$ cat src/rtl/fpu_csr_pkg.sv
package fpu_csr_pkg;
    localparam int WORD_W   = 32;
    localparam int CC_NUM   = 8;
    localparam int CC_IDX_W = $clog2(CC_NUM);
    localparam int EXC_W    = 6;
    localparam int STK_W    = EXC_W - 1;
    localparam int RM_W     = 2;

    localparam int CC0_POS   = 23;
    localparam int FZ_POS    = 24;
    localparam int CCHI_BASE = 24;
    localparam int CAUSE_LO  = 12;
    localparam int EN_LO     = 7;
    localparam int FLG_LO    = 2;
    localparam int RM_LO     = 0;

    localparam logic [WORD_W-1:0] WR_MASK = 32'hFF83_FFFF;

    typedef struct packed {
        logic [CC_NUM-1:0] cc;
        logic              fz;
        logic [EXC_W-1:0]  cause;
        logic [STK_W-1:0]  en;
        logic [STK_W-1:0]  flg;
        logic [RM_W-1:0]   rm;
    } csr_t;
endpackage

$ cat src/rtl/fpu_csr_next.sv
module fpu_csr_next
    import fpu_csr_pkg::*;
(
    input  csr_t                cur,
    input  logic                sw_wr_en,
    input  logic [WORD_W-1:0]   sw_wr_data,
    input  logic                op_valid,
    input  logic [EXC_W-1:0]    op_exc,
    input  logic                op_cmp_en,
    input  logic [CC_IDX_W-1:0] op_cmp_idx,
    input  logic                op_cmp_val,
    output csr_t                nxt
);
    logic [WORD_W-1:0] wr_m;
    logic              op_trap;

    always_comb begin
        wr_m    = sw_wr_data & WR_MASK;
        op_trap = (|(op_exc[STK_W-1:0] & cur.en)) | op_exc[EXC_W-1];
        nxt     = cur;
        if (sw_wr_en) begin
            nxt.cc[0] = wr_m[CC0_POS];
            for (int k = 1; k < CC_NUM; k++) begin
                nxt.cc[k] = wr_m[CCHI_BASE + k];
            end
            nxt.fz    = wr_m[FZ_POS];
            nxt.cause = wr_m[CAUSE_LO +: EXC_W];
            nxt.en    = wr_m[EN_LO +: STK_W];
            nxt.flg   = wr_m[FLG_LO +: STK_W];
            nxt.rm    = wr_m[RM_LO +: RM_W];
        end else begin
            if (op_valid) begin
                nxt.cause = op_exc;
                if (!op_trap) begin
                    nxt.flg = cur.flg | op_exc[STK_W-1:0];
                end
            end
            if (op_cmp_en) begin
                nxt.cc[op_cmp_idx] = op_cmp_val;
            end
        end
    end
endmodule

$ cat src/rtl/fpu_csr_view.sv
module fpu_csr_view
    import fpu_csr_pkg::*;
(
    input  csr_t              st,
    output logic [WORD_W-1:0] rd_word,
    output logic [CC_NUM-1:0] cc_packed,
    output logic              trap_out
);
    logic [WORD_W-1:0] base_word;

    always_comb begin
        base_word                      = '0;
        base_word[CC0_POS]             = st.cc[0];
        base_word[FZ_POS]              = st.fz;
        base_word[CAUSE_LO +: EXC_W]   = st.cause;
        base_word[EN_LO +: STK_W]      = st.en;
        base_word[FLG_LO +: STK_W]     = st.flg;
        base_word[RM_LO +: RM_W]       = st.rm;
    end

    logic [CC_NUM-1:0] hi_bits;
    assign hi_bits[0] = 1'b0;
    for (genvar g = 1; g < CC_NUM; g++) begin : g_cc_hi
        assign hi_bits[g] = st.cc[g];
    end

    always_comb begin
        rd_word = base_word;
        for (int k = 1; k < CC_NUM; k++) begin
            rd_word[CCHI_BASE + k] = hi_bits[k];
        end
    end

    assign cc_packed = {rd_word[WORD_W-1:CCHI_BASE+1], rd_word[CC0_POS]};
    assign trap_out  = (|(st.cause[STK_W-1:0] & st.en)) | st.cause[EXC_W-1];
endmodule

$ cat src/rtl/fpu_csr.sv
module fpu_csr
    import fpu_csr_pkg::*;
(
    input  logic                clk,
    input  logic                rst_n,
    input  logic                sw_wr_en,
    input  logic [WORD_W-1:0]   sw_wr_data,
    input  logic                op_valid,
    input  logic [EXC_W-1:0]    op_exc,
    input  logic                op_cmp_en,
    input  logic [CC_IDX_W-1:0] op_cmp_idx,
    input  logic                op_cmp_val,
    output logic [WORD_W-1:0]   rd_data,
    output logic                trap_req,
    output logic [RM_W-1:0]     round_mode,
    output logic                flush_zero,
    output logic [CC_NUM-1:0]   cond_vec
);
    csr_t st_q;
    csr_t st_d;
    csr_t upd;

    fpu_csr_next u_next (
        .cur        (st_q),
        .sw_wr_en   (sw_wr_en),
        .sw_wr_data (sw_wr_data),
        .op_valid   (op_valid),
        .op_exc     (op_exc),
        .op_cmp_en  (op_cmp_en),
        .op_cmp_idx (op_cmp_idx),
        .op_cmp_val (op_cmp_val),
        .nxt        (upd)
    );

    always_comb begin
        st_d = upd;
    end

    always_ff @(posedge clk) begin
        if (!rst_n) st_q <= '0;
        else        st_q <= st_d;
    end

    fpu_csr_view u_view (
        .st        (st_q),
        .rd_word   (rd_data),
        .cc_packed (cond_vec),
        .trap_out  (trap_req)
    );

    assign round_mode = st_q.rm;
    assign flush_zero = st_q.fz;
endmodule

$ cat config.mk
export PLATFORM = sky130hd
export DESIGN_NAME = fpu_csr
export DESIGN_NICKNAME = d
export VERILOG_FILES = /design/src/rtl/fpu_csr_pkg.sv /design/src/rtl/fpu_csr_next.sv /design/src/rtl/fpu_csr_view.sv /design/src/rtl/fpu_csr.sv
export SDC_FILE = /design/constraint.sdc
export NUM_CORES = 1
export LEC_CHECK = 0
export ABC_AREA = 1
export BUFFER_PORTS_ARGS = -buffer_cell sky130_fd_sc_hd__buf_2
export CORE_UTILIZATION = 37
export CTS_BUF_LIST = sky130_fd_sc_hd__clkbuf_8
export DETAILED_ROUTE_END_ITERATION = 8
export GPL_ROUTABILITY_DRIVEN = 1
export GPL_TIMING_DRIVEN = 0
export MAX_ROUTING_LAYER = met4
export PLACE_DENSITY = 0.73
export SYNTH_ARGS = -nofsm -noshare
export SYNTH_HDL_FRONTEND = slang
export SYNTH_SLANG_ARGS = --single-unit
$ cat constraint.sdc
create_clock -name clk -period 0.8 [get_ports clk]
set_input_delay 0.04 -clock clk [delete_from_list [all_inputs] [get_ports clk]]
set_output_delay 0.04 -clock clk [all_outputs]
set_load 0.01 [all_outputs]
==> results.json <==
{
  "status": "finished with violations",
  "violations": "negative setup slack",
  "drtAntennaViolNets": 0,
  "fin_crit_sh_pct": 142,
  "die_area_um2": 4230,
  "cp_data_arrival_time_ps": 1090,
  "core_area_um2": 3740,
  "area_growth_pct": 69.7,
  "antennaDiodeCount": 0,
  "min_path_type": "input pin to flip-flop",
  "clock_latency_ps": 270,
  "cap_violations": 0,
  "ys_seq_area_share_pct": 36.7,
  "synth-seq-cells": 27,
  "drc": 0,
  "max_stage_delay_ps": 350,
  "final_cell_area_um2": 2500,
  "cts_tree": "done",
  "drtIter0Drc": 58,
  "final_nets": 359,
  "finalCoreUtilization_pct": 66.7,
  "yosysTopAreaCell": "dfxtp_1",
  "hpwlAfterDp_mm": 2.88,
  "die_x_um": 65.1,
  "via_per_inst": 4.70,
  "ys_types": 24,
  "cts_sinks": 27,
  "ios": 91,
  "num_rows": 22,
  "place_inst": 346,
  "synth.area.top_cells": "dfxtp_1, nand2_1, nand3_1, buf_4, nor2_1",
  "peakVddDrop_mv": 0.623,
  "io_buffers": 79,
  "synth_warnings": 0,
  "vias": 1688,
  "dpl-instance-area_um2": 1950,
  "final_common_cell": "buf_6",
  "startpoint_type": "flip-flop",
  "root_buffer": "clkbuf_8",
  "skew_ps": 11.1,
  "path_class": "flip-flop to primary output",
  "first_pass_iters": 4,
  "layout_min_cycle_time_ps": 1130,
  "critPathRequiredTime_ps": 760,
  "netlist_area_um2": 1470,
  "cp_max_fo": 2,
  "setup_viol": 23,
  "final_cell_mix": "buf_6, buf_2, nand2_1",
  "gp_congestion": 0.897,
  "grt_pass1_vias": 1492,
  "wl_mm": 4.43,
  "critPathCaptureType": "primary output",
  "fin_setup_tns_ps": -2860,
  "initial_core_util_pct": 39.3,
  "grt_max_degree": 16,
  "cp_num_buf_inv": 1,
  "layout-drive-gt1-share_pct": 54.3,
  "clk_pin_slew_ps": 90,
  "syn_inst": 215,
  "hold_viol": 0,
  "power_density_nw_per_um2": 1340,
  "wl_per_cell_um": 12.3,
  "setup_slack_ps": -334,
  "cts_max_level": 1,
  "rsz0062_at_grt": "yes",
  "gr-total-overflow": 0,
  "avgSynthCellArea_um2": 6.84,
  "grt_pass1_wl_mm": 6.51,
  "clock_path_buffers": 2,
  "numCtsBuffers": 3,
  "synth_top_area_share_pct": 36.7,
  "antenna_found_initial": 0,
  "timing.final.max_slew_violations": 0,
  "cp_cell_sequence": "nand2_2, nand2_2, a221oi_2, nand2_1, buf_2",
  "crit_family": "flip-flops",
  "timing.fmax_mhz": 882,
  "cp_slowest_cell": "dfxtp_2",
  "p_leak_nw": 1.27,
  "fp.dieH_um": 65.1,
  "crit_top_cell": "nand2_2",
  "fin_cells": 359,
  "track_usage_pct": 20.4
}
==> Yosys cell counts <==
master	count
o211ai_1	3
buf_4	17
conb_1	1
nand2_2	1
nand3_1	28
nand4_1	6
nor3_1	2
or2_1	3
a21oi_2	3
buf_2	5
nand2_1	43
buf_6	1
a21oi_1	6
o21ai_0	13
dfxtp_1	27
nor2_2	2
a22oi_1	2
a221oi_1	1
o21ai_1	2
inv_2	4
clkbuf_1	2
nor2_4	2
nor2_1	21
inv_1	20
==> cell families after synthesis <==
kind of cell | Yosys count | share of synthesized area, %
AO/OA/AOI/OAI | 30 | 12.1
flip-flops | 27 | 36.7
buffers and inverters | 49 | 17.8
other | 1 | 0.255
AND/OR/NAND/NOR | 108 | 33.2
==> worst min-delay path: cells and delay by family <==
family        cells  cell delay (ps)
buf+inv           1               80
simple gates      2              130
==> area by class of cell <==
class                   count  area (um2)
fillers                   321        1250
multi-input cells         143         785
repair buffers             94         782
flip-flops and latches     27         589
plain buffers              19         145
inverters                  24        90.1
well taps                  48        60.1
clock buffers               3        41.3
clock inverters             1        5.00
==> metrics by stage <==
| step | setup slack [ps] | total power, mW | hold slack [ps] |
|---|---|---|---|
| final | -334 | 3.35 | 8.82 |
| after CTS | -346 | 3.25 | 2.03 |
| after global placement | -190 | 2.27 | 265 |
| after detailed placement | -190 | 2.28 | 270 |
| after global routing | -398 | 3.54 | 30.1 |
| after floorplan | -99.5 | 1.97 | 175 |
==> layer usage <==
layer  track usage (%)  vias to the layer above  share of wire, %
met5                 -                        -                 0
met1              25.4                      765                45
met4              6.79                        0              0.45
met3              2.82                        2               5.2
met2              34.0                       55                50
li1                  -                      866                 -
==> repair_timing <==
item | 4_1_cts | 5_1_grt
hold buffers | 6 | 0
endpoints found under the setup margin | 39 | 43
endpoints found under the hold margin | 6 | 0
pin swaps | 7 | 11
buffers inserted | 7 | 3
cloned | 0 | 0
resized for setup | 62 | 48
==> report_power, final <==
part	leakage, nW	switching [mW]	internal (mW)
logic	1.01	0.474	0.555
registers	0.234	0.0966	1.45
clock network	0.0255	0.433	0.349
==> final timing paths <==
check | from | end | slack [ps] | depth (start not counted)
worst max-delay path | st_q[11]$_SDFFE_PN0P_ | trap_req | -330 | 5
worst min-delay path | sw_wr_data[0] | round_mode[0]$_SDFFE_PN0P_ | 9 | 3
worst max register to register | st_q[8]$_SDFFE_PN0P_ | st_q[2]$_SDFFE_PN0P_ | -310 | 7
worst min register to register | st_q[4]$_SDFFE_PN0P_ | st_q[4]$_SDFFE_PN0P_ | 470 | 2
==> registers in the layout, summed over array words and instances (netlist names) <==
| register | flops |
|---|---|
| round_mode | 2 |
| st_q | 24 |
| flush_zero | 1 |
Power figures use the tool's default switching activity.
